`src/rtl/sbm_pkg.sv`:
```
// Shared types for the burst bus master.
// Assumes: nothing beyond IEEE 1800-2017.
package sbm_pkg;

    typedef enum logic [1:0] {
        ST_IDLE = 2'd0,
        ST_ARB  = 2'd1,
        ST_ADDR = 2'd2,
        ST_DATA = 2'd3
    } sbm_state_e;

    function automatic int sbm_max(input int a, input int b);
        return (a > b) ? a : b;
    endfunction

endpackage

```
`src/rtl/sbm_req_latch.sv`:
```
// Holds the direction and start address of the accepted transaction.
// Assumes: load is only asserted while the master is idle.
module sbm_req_latch #(
    parameter int ADDR_W = 16
) (
    input  logic              clk,
    input  logic              rst_n,
    input  logic              load,
    input  logic              write_in,
    input  logic [ADDR_W-1:0] addr_in,
    output logic              write_q,
    output logic [ADDR_W-1:0] addr_q
);

    // Capture the request fields at acceptance.
    always_ff @(posedge clk) begin
        if (!rst_n) begin
            write_q <= 1'b0;
            addr_q  <= '0;
        end else if (load) begin
            write_q <= write_in;
            addr_q  <= addr_in;
        end
    end

endmodule

```
`src/rtl/sbm_beat_counter.sv`:
```
// Counts the words still to move in a burst; a count of zero loads as one.
// Assumes: dec is only asserted on a completed data beat.
module sbm_beat_counter #(
    parameter int LEN_W = 4
) (
    input  logic             clk,
    input  logic             rst_n,
    input  logic             load,
    input  logic [LEN_W-1:0] len_in,
    input  logic             dec,
    output logic             last
);

    localparam logic [LEN_W-1:0] ONE = LEN_W'(1);

    logic [LEN_W-1:0] remaining;

    // Load the normalised count, then step down once per beat.
    always_ff @(posedge clk) begin
        if (!rst_n) begin
            remaining <= '0;
        end else if (load) begin
            remaining <= (len_in == '0) ? ONE : len_in;
        end else if (dec) begin
            remaining <= remaining - ONE;
        end
    end

    // Flag the beat that finishes the burst.
    always_comb last = (remaining == ONE);

endmodule

```
`src/rtl/sbm_ctrl_fsm.sv`:
```
// Sequencer: idle, arbitration, single address cycle, data phase.
// Assumes: beat is only asserted in the data phase.
module sbm_ctrl_fsm
    import sbm_pkg::*;
(
    input  logic       clk,
    input  logic       rst_n,
    input  logic       req_fire,
    input  logic       gnt,
    input  logic       beat,
    input  logic       last,
    output sbm_state_e state,
    output logic       done_q
);

    sbm_state_e state_nx;

    // Next-state selection.
    always_comb begin
        state_nx = state;
        case (state)
            ST_IDLE: if (req_fire) state_nx = ST_ARB;
            ST_ARB:  if (gnt)      state_nx = ST_ADDR;
            ST_ADDR:               state_nx = ST_DATA;
            ST_DATA: if (beat && last) state_nx = ST_IDLE;
            default:               state_nx = ST_IDLE;
        endcase
    end

    // State register and completion pulse.
    always_ff @(posedge clk) begin
        if (!rst_n) begin
            state  <= ST_IDLE;
            done_q <= 1'b0;
        end else begin
            state  <= state_nx;
            done_q <= beat && last;
        end
    end

endmodule

```
`src/rtl/sbm_read_capture.sv`:
```
// Registers read words sampled from the shared lines on each read beat.
// Assumes: BUS_W >= DATA_W; the word sits in the low bits of the bus.
module sbm_read_capture #(
    parameter int DATA_W = 16,
    parameter int BUS_W  = 16
) (
    input  logic              clk,
    input  logic              rst_n,
    input  logic              capture,
    input  logic [BUS_W-1:0]  bus_in,
    output logic              rd_valid,
    output logic [DATA_W-1:0] rd_data
);

    // One-cycle valid pulse with the captured word.
    always_ff @(posedge clk) begin
        if (!rst_n) begin
            rd_valid <= 1'b0;
            rd_data  <= '0;
        end else begin
            rd_valid <= capture;
            if (capture) rd_data <= bus_in[DATA_W-1:0];
        end
    end

endmodule

```
`src/rtl/sbm_burst_master.sv`:
```
// Burst master for a clocked bus with shared address/data lines.
// Requests the bus, sends one address cycle, then moves the block of
// words, stalling while the slave holds wait; releases after the last word.
// Assumes: the arbiter keeps other masters off the bus while bus_req is high.
module sbm_burst_master
    import sbm_pkg::*;
#(
    parameter int ADDR_W = 16,
    parameter int DATA_W = 16,
    parameter int LEN_W  = 4,
    localparam int BUS_W = sbm_max(ADDR_W, DATA_W)
) (
    input  logic              clk,
    input  logic              rst_n,
    input  logic              req_valid,
    input  logic              req_write,
    input  logic [ADDR_W-1:0] req_addr,
    input  logic [LEN_W-1:0]  req_len,
    output logic              req_ready,
    input  logic [DATA_W-1:0] wr_data,
    output logic              wr_take,
    output logic [DATA_W-1:0] rd_data,
    output logic              rd_valid,
    output logic              done,
    output logic              bus_req,
    input  logic              bus_gnt,
    output logic              bus_rw,
    output logic              bus_as,
    output logic [BUS_W-1:0]  bus_ad_out,
    output logic              bus_ad_oe,
    input  logic [BUS_W-1:0]  bus_ad_in,
    input  logic              bus_wait
);

    sbm_state_e        state;
    logic              req_fire;
    logic              beat;
    logic              last;
    logic              wr_q;
    logic [ADDR_W-1:0] addr_q;
    logic [BUS_W-1:0]  addr_ext;
    logic [BUS_W-1:0]  wdat_ext;

    // Handshake and beat qualification.
    always_comb begin
        req_ready = (state == ST_IDLE);
        req_fire  = req_valid && req_ready;
        beat      = (state == ST_DATA) && !bus_wait;
    end

    sbm_req_latch #(.ADDR_W(ADDR_W)) u_latch (
        .clk      (clk),
        .rst_n    (rst_n),
        .load     (req_fire),
        .write_in (req_write),
        .addr_in  (req_addr),
        .write_q  (wr_q),
        .addr_q   (addr_q)
    );

    sbm_beat_counter #(.LEN_W(LEN_W)) u_count (
        .clk    (clk),
        .rst_n  (rst_n),
        .load   (req_fire),
        .len_in (req_len),
        .dec    (beat),
        .last   (last)
    );

    sbm_ctrl_fsm u_fsm (
        .clk      (clk),
        .rst_n    (rst_n),
        .req_fire (req_fire),
        .gnt      (bus_gnt),
        .beat     (beat),
        .last     (last),
        .state    (state),
        .done_q   (done)
    );

    sbm_read_capture #(.DATA_W(DATA_W), .BUS_W(BUS_W)) u_rcap (
        .clk      (clk),
        .rst_n    (rst_n),
        .capture  (beat && !wr_q),
        .bus_in   (bus_ad_in),
        .rd_valid (rd_valid),
        .rd_data  (rd_data)
    );

    // Widen address and write word to the shared line width.
    always_comb begin
        addr_ext = '0;
        addr_ext[ADDR_W-1:0] = addr_q;
        wdat_ext = '0;
        wdat_ext[DATA_W-1:0] = wr_data;
    end

    // Bus-side outputs derived from the phase.
    always_comb begin
        bus_req    = (state != ST_IDLE);
        bus_as     = (state == ST_ADDR);
        bus_rw     = wr_q;
        bus_ad_oe  = bus_as || ((state == ST_DATA) && wr_q);
        wr_take    = beat && wr_q;
        bus_ad_out = '0;
        if (bus_as)                   bus_ad_out = addr_ext;
        else if ((state == ST_DATA) && wr_q) bus_ad_out = wdat_ext;
    end

endmodule

```
`config.mk`:
```
export PLATFORM = sky130hd
export DESIGN_NAME = sbm_burst_master
export DESIGN_NICKNAME = d
export VERILOG_FILES = /design/src/rtl/sbm_pkg.sv /design/src/rtl/sbm_req_latch.sv /design/src/rtl/sbm_beat_counter.sv /design/src/rtl/sbm_ctrl_fsm.sv /design/src/rtl/sbm_read_capture.sv /design/src/rtl/sbm_burst_master.sv
export SDC_FILE = /design/constraint.sdc
export NUM_CORES = 1
export LEC_CHECK = 0
export BUFFER_PORTS_ARGS = -buffer_cell sky130_fd_sc_hd__buf_2
export CAP_MARGIN = 0
export CORE_MARGIN = 8
export CORE_UTILIZATION = 35
export DETAILED_ROUTE_END_ITERATION = 16
export PLACE_DENSITY = 0.63
export SYNTH_ARGS = -nofsm -noshare
export SYNTH_HDL_FRONTEND = slang
export SYNTH_SLANG_ARGS = --single-unit
export TNS_END_PERCENT = 10
```
`constraint.sdc`:
```
create_clock -name clk -period 2.3 [get_ports clk]
set_input_delay 0.115 -clock clk [delete_from_list [all_inputs] [get_ports clk]]
set_output_delay 0.115 -clock clk [all_outputs]
set_load 0.01 [all_outputs]
```
==> flow_metrics.env, run 1 <==
export IMPL_vias=1784
export IMPL_wl_met3_um=722
export IMPL_cp_common_cell="buf_4"
export IMPL_synth_xor_area_frac=0.00922
export IMPL_cp_cell_sequence="inv_1, ha_1, buf_4, nor2_2, buf_4, a22o_1, buf_2"
export IMPL_min_period_ps=1900
export IMPL_nFillCells=538
export IMPL_rows=27
export IMPL_rrSetupSlack_ps=640
export IMPL_synth_area_per_cell_um2=8.56
export IMPL_routed_wl_met2_mm=2.02
export IMPL_finalHoldViolations=0
export IMPL_ios=98
export IMPL_ant_nets=0
export IMPL_syn_area_um2=1900
export IMPL_wl_met1_mm=2.37
export IMPL_cp_slowest_cell="dfxtp_1"
export IMPL_drc=0
export IMPL_rr_worst_depth=4
export IMPL_max_slew_margin=0.583
export IMPL_r2r_end="u_rcap.rd_data[3]"
export IMPL_tightest_slew_ps=625
export IMPL_die_h_um=89.7
export IMPL_rsz0062_at_grt="false"
export IMPL_synth_ff_type="dfxtp_1"
export IMPL_worst_slack_ps=402
export IMPL_top_layer="met4"
export IMPL_area_growth_pct=34.0
export IMPL_initial_core_util=0.354
export IMPL_grt_pass1_vias=1722
export IMPL_root_buffer="clkbuf_8"
export IMPL_hold_slack_ps=58.3
export IMPL_min_path_cells=3
export IMPL_die_x_um=89.7
export IMPL_ys_warn_count=0
export IMPL_max_cap_viol_count=0
export IMPL_cts_tree="done"
export IMPL_grt_use_total=0.129
export IMPL_worst_setup_path_start_kind="flop"
export IMPL_maxSlewViolCount=0
export IMPL_power_leakage_nw=1.19
export IMPL_grt_max_degree=44
export IMPL_syn_nets=287
export IMPL_clkLatencyLatePin_ps=290
export IMPL_critical_path_top_delay_family="buffers and inverters"
export IMPL_synth_simple_area_share=0.212
export IMPL_clockBufferDepth=2
export IMPL_final_design_area_no_fill_um2=2540
export IMPL_hp_start="bus_ad_in[12]"
export IMPL_critical_path_max_stage_delay_ps=390
export IMPL_synth_cells=222
export IMPL_diodes=0
export IMPL_cp_max_fo=20
export IMPL_muxShareOfSynthArea=0.0105
export IMPL_first_pass_iters=4
export IMPL_max_freq_ghz=0.527
export IMPL_cts_resized=0
export IMPL_dp_hpwl_mm=3.92
export IMPL_first_iter_violations=68
export IMPL_layoutNonFillerInstCount=389
export IMPL_routedWlPerCell_um=13.3
export IMPL_viasPerCell=4.59
export IMPL_grt_overflow=0
export IMPL_synth_compound_area_frac=0.238
export IMPL_nNetsFinal=381
export IMPL_cts_htree_levels=2
export IMPL_timing_rr_start="u_fsm.state[0]"
export IMPL_min_path_type="in -> reg"
export IMPL_place_area_um2=2430
export IMPL_postCtsHoldBufs=0
export IMPL_cts_inserted_buffers=5
export IMPL_cts_sinks=41
export IMPL_synthAdderAreaFrac=0.0461
export IMPL_crit_required_ps=2180
export IMPL_pre_cts_ws_ps=639
export IMPL_critPathKind="reg -> out"
export IMPL_arrival_ps=1780
export IMPL_crit_path_end_kind="primary output"
export IMPL_yosysSeqAreaShare=0.432
export IMPL_drt_total_wl_mm=5.18
export IMPL_place_congestion=0.733
export IMPL_synth_top_family_by_area="compound AO/OA/AOI/OAI gates"
export IMPL_core_region_area_um2=5370
export IMPL_outcome="finished clean"
export IMPL_antenna_found_initial=0
export IMPL_setup_tns_ps=0
export IMPL_crit_buf_inv=4
export IMPL_postCtsSetupRepairBufs=0
export IMPL_synth_seq_cells=41
export IMPL_synth_edff_count=0
export IMPL_port_buffers=97
export IMPL_place_inst=381
export IMPL_hold_path_endpoint="u_rcap.rd_data[12]"
export IMPL_fin_crit_sh=0.825
export IMPL_clkTransAtPathRegs_ps=80
export IMPL_fin_skew_ps=8.78
export IMPL_grt_first_pass_wirelength_mm=7.96
export IMPL_dieArea_um2=8040
export IMPL_drive_above_1_share=0.347
export IMPL_irDropWorstVdd_mv=0.378
export IMPL_powerDensity_nw_per_um2=836
export IMPL_synth_distinct_cells=32
export IMPL_setup_violations=0
export IMPL_async_reset_ff_frac=0
-- power breakdown --
group | switching [mW] | total [mW] | internal, mW
Sequential | 0.0701 | 0.883 | 0.812
Combinational | 0.382 | 0.653 | 0.271
Clock | 0.238 | 0.592 | 0.354
Total | 0.690 | 2.13 | 1.44
-- per-layer routing --
metal,vias to the layer above,global-route usage
met5,-,0
met4,0,0.0453
met3,8,0.0682
met2,80,0.186
met1,762,0.160
li1,934,-
-- metrics by stage --
step	power (mW)	utilization
5_1_grt	2.29	0.474
4_1_cts	2.16	0.474
2_1_floorplan	1.33	-
6_report	2.13	0.474
3_3_place_gp	1.56	0.452
3_5_place_dp	1.57	0.452
-- worst min-delay path, delay by kind of cell --
family	cells	cell delay, ps
buffers and inverters	1	100
AOI/OAI and AO/OA	1	50
and+or+nand+nor	1	40
-- final cells by class --
cell class                      instances  area (um^2)  share of cell area
Clock buffer                            7         86.3              0.0339
Tap cell                               72         90.1              0.0354
Multi-Input combinational cell        161          980               0.385
Sequential cell                        41          821               0.323
Inverter                                6         22.5             0.00885
Timing Repair Buffer                  101          515               0.203
Clock inverter                          1         30.0              0.0118
-- worst max-delay path by stage --
stage / end / startpoint / cells past startpoint
finish: bus_ad_out[6] / u_fsm.state[0] / 7
global route: bus_ad_out[13] / u_fsm.state[0] / 7
global placement: u_rcap.rd_data[3] / u_fsm.state[0] / 4
floorplan: bus_ad_out[10] / u_fsm.state[0] / 6
detailed placement: u_rcap.rd_data[3] / u_fsm.state[0] / 4
CTS: bus_ad_out[2] / u_fsm.state[0] / 7
-- logic make-up after synthesis --
group,count (synthesis)
compound gates,59
mux,2
flops,41
buf+inv,20
simple gates,91
fa+ha+maj,7
xor+xnor,2
-- Yosys cell counts, drive strengths merged (2+ instances only) --
| master | instances | area, um^2 |
|---|---|---|
| a22o | 16 | 140 |
| a21boi | 34 | 255 |
| dfxtp | 41 | 821 |
| ha | 7 | 87.6 |
| o21ai | 3 | 15.0 |
| mux2i | 2 | 20.0 |
| nor3b | 2 | 26.3 |
| a21oi | 2 | 10.0 |
| buf | 7 | 50.1 |
| inv | 6 | 22.5 |
| nor3 | 3 | 15.0 |
| nor2 | 2 | 10.0 |
| nand3b | 2 | 15.0 |
| clkbuf | 7 | 26.3 |
| and2 | 2 | 12.5 |
| nand2b | 3 | 18.8 |
| nand2 | 73 | 274 |
-- cells in the final DEF (no fill, tap or decap), types with 2 or more instances in the layout --
cell type / count
a22o_1: 16
o21ai_0: 3
nand3b_1: 2
ha_1: 7
and2_1: 2
clkbuf_8: 6
a21oi_1: 2
inv_1: 6
a21boi_1: 10
nand2_1: 73
buf_2: 97
buf_4: 4
nand2b_1: 3
mux2i_1: 2
a21boi_0: 24
dfxtp_1: 41
nor3_1: 3
-- registers in the layout (all words and copies together), names as in the netlist --
register           cells
u_rcap.rd_data        16
u_rcap.rd_valid        1
u_count.remaining      4
u_latch.write_q        1
u_fsm.done_q           1
u_latch.addr_q        16
u_fsm.state            2
Power figures use the tool's default switching activity.
==> inputs of run 2 (changes only) <==
clock period = 1.9 ns   (was 2.3 ns; I/O delays follow)
==> flow_metrics.env, run 2 (synthesis results as in run 1) <==
export IMPL_place_congestion=0.713
export IMPL_cts_inserted_buffers=5
export IMPL_die_h_um=89.7
export IMPL_ant_nets=0
export IMPL_cp_max_fo=12
export IMPL_worst_slack_ps=161
export IMPL_nFillCells=546
export IMPL_min_path_type="in -> reg"
export IMPL_ios=98
export IMPL_crit_path_end_kind="primary output"
export IMPL_cts_tree="done"
export IMPL_setup_tns_ps=0
export IMPL_area_growth_pct=33.9
export IMPL_dieArea_um2=8040
export IMPL_reg_top3="u_latch.addr_q x16, u_rcap.rd_data x16, u_count.remaining x4"
export IMPL_drive_above_1_share=0.348
export IMPL_final_cell_mix="buf_2 (97), nand2_1 (73), dfxtp_1 (41)"
export IMPL_fin_skew_ps=4.79
export IMPL_routedWlPerCell_um=13.1
export IMPL_grt_first_pass_wirelength_mm=8.07
export IMPL_diodes=0
export IMPL_final_core_util=0.474
export IMPL_rsz0062_at_grt="false"
export IMPL_powerDensity_nw_per_um2=946
export IMPL_setup_violations=0
export IMPL_min_period_ps=1740
export IMPL_layoutNonFillerInstCount=391
export IMPL_irDropWorstVdd_mv=0.420
export IMPL_final_design_area_no_fill_um2=2540
export IMPL_fin_crit_sh=0.915
export IMPL_drt_total_wl_mm=5.11
export IMPL_power_total_mw=2.41
export IMPL_initial_core_util=0.354
export IMPL_first_pass_iters=4
export IMPL_clkLatencyLatePin_ps=280
export IMPL_final_common_cell="buf_2"
export IMPL_cts_htree_levels=2
export IMPL_dp_hpwl_mm=3.92
export IMPL_arrival_ps=1640
export IMPL_finalHoldViolations=0
export IMPL_max_cap_viol_count=0
export IMPL_place_inst=382
export IMPL_max_slew_margin=0.573
export IMPL_grt_use_total=0.128
export IMPL_min_path_cells=3
export IMPL_clockBufferDepth=2
export IMPL_power_leakage_nw=1.18
export IMPL_postCtsHoldBufs=0
export IMPL_worst_setup_path_start_kind="flop"
export IMPL_outcome="finished clean"
export IMPL_rr_worst_depth=4
export IMPL_cts_sinks=41
export IMPL_place_area_um2=2450
export IMPL_antenna_found_initial=0
export IMPL_root_buffer="clkbuf_8"
export IMPL_port_buffers=97
export IMPL_core_region_area_um2=5370
export IMPL_drc=0
export IMPL_grt_overflow=0
export IMPL_pre_cts_ws_ps=225
export IMPL_first_iter_violations=69
export IMPL_nNetsFinal=383
export IMPL_tightest_slew_ps=640
export IMPL_multi_input_area_um2=987
export IMPL_critPathKind="reg -> out"
export IMPL_hold_slack_ps=45.4
export IMPL_vias=1767
export IMPL_viasPerCell=4.52
export IMPL_clkTransAtPathRegs_ps=70
export IMPL_grt_pass1_vias=1748
export IMPL_crit_required_ps=1800
export IMPL_maxSlewViolCount=0
export IMPL_rows=27
export IMPL_regArea_um2=821
export IMPL_grt_max_degree=44
export IMPL_die_x_um=89.7
export IMPL_max_freq_ghz=0.575
==> run 2: path summary, 6_finish.rpt <==
check | endpoint | slack, ps | startpoint
worst min register to register | u_rcap.rd_data[15] | 450 | u_rcap.rd_data[15]
worst min-delay path | u_rcap.rd_data[12] | 50 | bus_ad_in[12]
worst max register to register | u_rcap.rd_data[10] | 270 | u_fsm.state[1]
worst max-delay path | bus_ad_out[11] | 160 | u_fsm.state[1]
==> run 2: cell type report <==
cell class,instances,area share
well taps,72,0.0354
flip-flops and latches,41,0.323
multi-input cells,161,0.388
inverters,6,0.00885
repair buffers,103,0.213
clock buffers,8,0.0315
==> run 2: report_power, final <==
group | total, mW | leakage (nW) | internal, mW | switching [mW]
Clock | 0.537 | 0.0395 | 0.261 | 0.276
Combinational | 0.797 | 0.806 | 0.335 | 0.462
Sequential | 1.07 | 0.334 | 0.984 | 0.0876
==> run 2: critical path, stage by stage (launching register included) <==
cell,delay (ps)
dfxtp_1,380
ha_2,270
nand2_1,140
nor2_4,180
buf_12,140
a22o_1,130
buf_2,120
==> run 2: repair_timing <==
item                       CTS  global route
pin swaps                    0             1
hold endpoints to repair     0             0
setup endpoints to repair   12            12
buffers inserted             0             1
resized for setup            1             1
==> run 2: layer usage <==
layer,vias to the layer above,global-route usage,share of wire
met5,-,0,0
met4,0,0.0272,0.00039
met3,2,0.0601,0.15
met2,81,0.195,0.40
met1,746,0.160,0.46
li1,938,-,-
==> inputs of run 3 (changes only) <==
clock period = 2 ns   (was 1.9 ns; I/O delays follow)
==> flow_metrics.env, run 3 (synthesis results as in run 1) <==
export IMPL_reg_top3="u_latch.addr_q x16, u_rcap.rd_data x16, u_count.remaining x4"
export IMPL_rsz0062_at_grt="false"
export IMPL_final_cell_mix="buf_2 (97), nand2_1 (73), dfxtp_1 (41)"
export IMPL_critical_path_max_stage_delay_ps=380
export IMPL_first_iter_violations=58
export IMPL_outcome="finished clean"
export IMPL_regArea_um2=821
export IMPL_routedWlPerCell_um=13.0
export IMPL_die_h_um=89.7
export IMPL_multi_input_area_um2=987
export IMPL_clockBufferDepth=2
export IMPL_grt_first_pass_wirelength_mm=8.03
export IMPL_cts_inserted_buffers=5
export IMPL_grt_max_degree=44
export IMPL_max_slew_margin=0.592
export IMPL_max_freq_ghz=0.565
export IMPL_nFillCells=525
export IMPL_die_x_um=89.7
export IMPL_cts_htree_levels=2
export IMPL_ant_nets=0
export IMPL_port_buffers=97
export IMPL_diodes=0
export IMPL_use_met2=0.190
export IMPL_drive_above_1_share=0.346
export IMPL_clkLatencyLatePin_ps=290
export IMPL_powerDensity_nw_per_um2=900
export IMPL_min_path_type="in -> reg"
export IMPL_timing_rr_start="u_fsm.state[0]"
export IMPL_root_buffer="clkbuf_8"
export IMPL_cts_sinks=41
export IMPL_tightest_slew_ps=613
export IMPL_grt_use_total=0.126
export IMPL_min_period_ps=1770
export IMPL_final_common_cell="buf_2"
export IMPL_rrSetupSlack_ps=390
export IMPL_nNetsFinal=382
export IMPL_core_region_area_um2=5370
export IMPL_dieArea_um2=8040
export IMPL_critPathKind="reg -> out"
export IMPL_area_growth_pct=33.5
export IMPL_rows=27
export IMPL_dp_hpwl_mm=3.86
export IMPL_power_total_mw=2.28
export IMPL_setup_violations=0
export IMPL_r2r_end="u_rcap.rd_data[3]"
export IMPL_crit_path_end_kind="primary output"
export IMPL_cts_tree="done"
export IMPL_antenna_found_initial=0
export IMPL_crit_end="bus_ad_out[13]"
export IMPL_clkTransAtPathRegs_ps=70
export IMPL_pre_cts_ws_ps=334
export IMPL_worst_setup_path_start_kind="flop"
export IMPL_top_usage_layer="met2"
export IMPL_irDropWorstVdd_mv=0.379
export IMPL_grt_overflow=0
export IMPL_crit_buf_inv=2
export IMPL_maxSlewViolCount=0
export IMPL_first_pass_iters=4
export IMPL_initial_core_util=0.354
export IMPL_setup_tns_ps=0
export IMPL_startpoint="u_fsm.state[0]"
export IMPL_finalHoldViolations=0
export IMPL_drt_total_wl_mm=5.06
export IMPL_fin_skew_ps=4.99
export IMPL_cp_max_fo=12
export IMPL_critical_path_top_delay_family="flip-flops"
export IMPL_vias=1787
export IMPL_viasPerCell=4.58
export IMPL_use_met3=0.0619
export IMPL_power_leakage_nw=1.18
export IMPL_worst_slack_ps=230
export IMPL_hp_start="bus_ad_in[9]"
export IMPL_max_cap_viol_count=0
export IMPL_crit_required_ps=1900
export IMPL_arrival_ps=1670
export IMPL_cp_slowest_cell="dfxtp_1"
export IMPL_cp_cell_sequence="ha_2, nand2_1, nor2_4, buf_12, a22o_1, buf_2"
export IMPL_crit_cells=6
export IMPL_place_area_um2=2450
export IMPL_final_design_area_no_fill_um2=2540
export IMPL_ios=98
export IMPL_rr_worst_depth=4
export IMPL_place_congestion=0.715
export IMPL_drc=0
export IMPL_fin_crit_sh=0.885
export IMPL_grt_util_met1=0.159
export IMPL_grt_pass1_vias=1754
export IMPL_postCtsSetupRepairBufs=0
## run 3: cell count changes in the layout (fill, tap and decap cells not counted), sizes merged
| cell | delta |
|---|---|
| buf | -1 |
## run 3: timing repair
action | CTS | global route
gates resized for setup | 0 | 2
hold endpoints to repair | 0 | 0
setup endpoints to repair | 0 | 12
hold buffers | 0 | 0
## run 3: how the worst min path moves through the flow
stage	endpoint	slack, ps	cells after the start
after CTS	u_rcap.rd_data[11]	40	3
after global placement	u_rcap.rd_data[15]	350	3
final	u_rcap.rd_data[9]	50	3
after detailed placement	u_rcap.rd_data[11]	350	3
after global routing	u_rcap.rd_data[8]	40	3
after floorplan	u_rcap.rd_data[10]	230	2
## run 3: worst reg2reg max path: cells and delay by family (launching register included)
kind / cells / cell delay [ps]
adders and majority gates: 1 / 260
DFF: 1 / 380
AOI/OAI and AO/OA: 1 / 80
and+or+nand+nor: 2 / 780
## run 3: routing by layer
| metal | wire [um] | part of all wire |
|---|---|---|
| met3 | 688 | 0.14 |
| met1 | 2330 | 0.46 |
| met5 | 0 | 0 |
| met2 | 2010 | 0.40 |
| met4 | 34 | 0.0067 |
## run 3: layout make-up
cell class / count / share of cell area
sequential: 41 / 0.324
tap: 72 / 0.0355
multi-input combinational: 161 / 0.389
inverter: 6 / 0.00888
clock buffer: 8 / 0.0316
timing repair buffer: 102 / 0.211
## run 3: power breakdown
group	internal, mW	leakage (nW)	switching, mW
Sequential	0.934	0.334	0.0813
Combinational	0.317	0.802	0.439
Clock	0.248	0.0395	0.262
## run 3: through the flow
step / std cells / util / hold WS, ps
6_report: 390 / 0.472 / 46.0
5_1_grt: 390 / 0.472 / 42.8
4_1_cts: 390 / 0.471 / 39.2
3_5_place_dp: 382 / 0.456 / 346
3_3_place_gp: 382 / 0.456 / 346
2_1_floorplan: 222 / - / 235
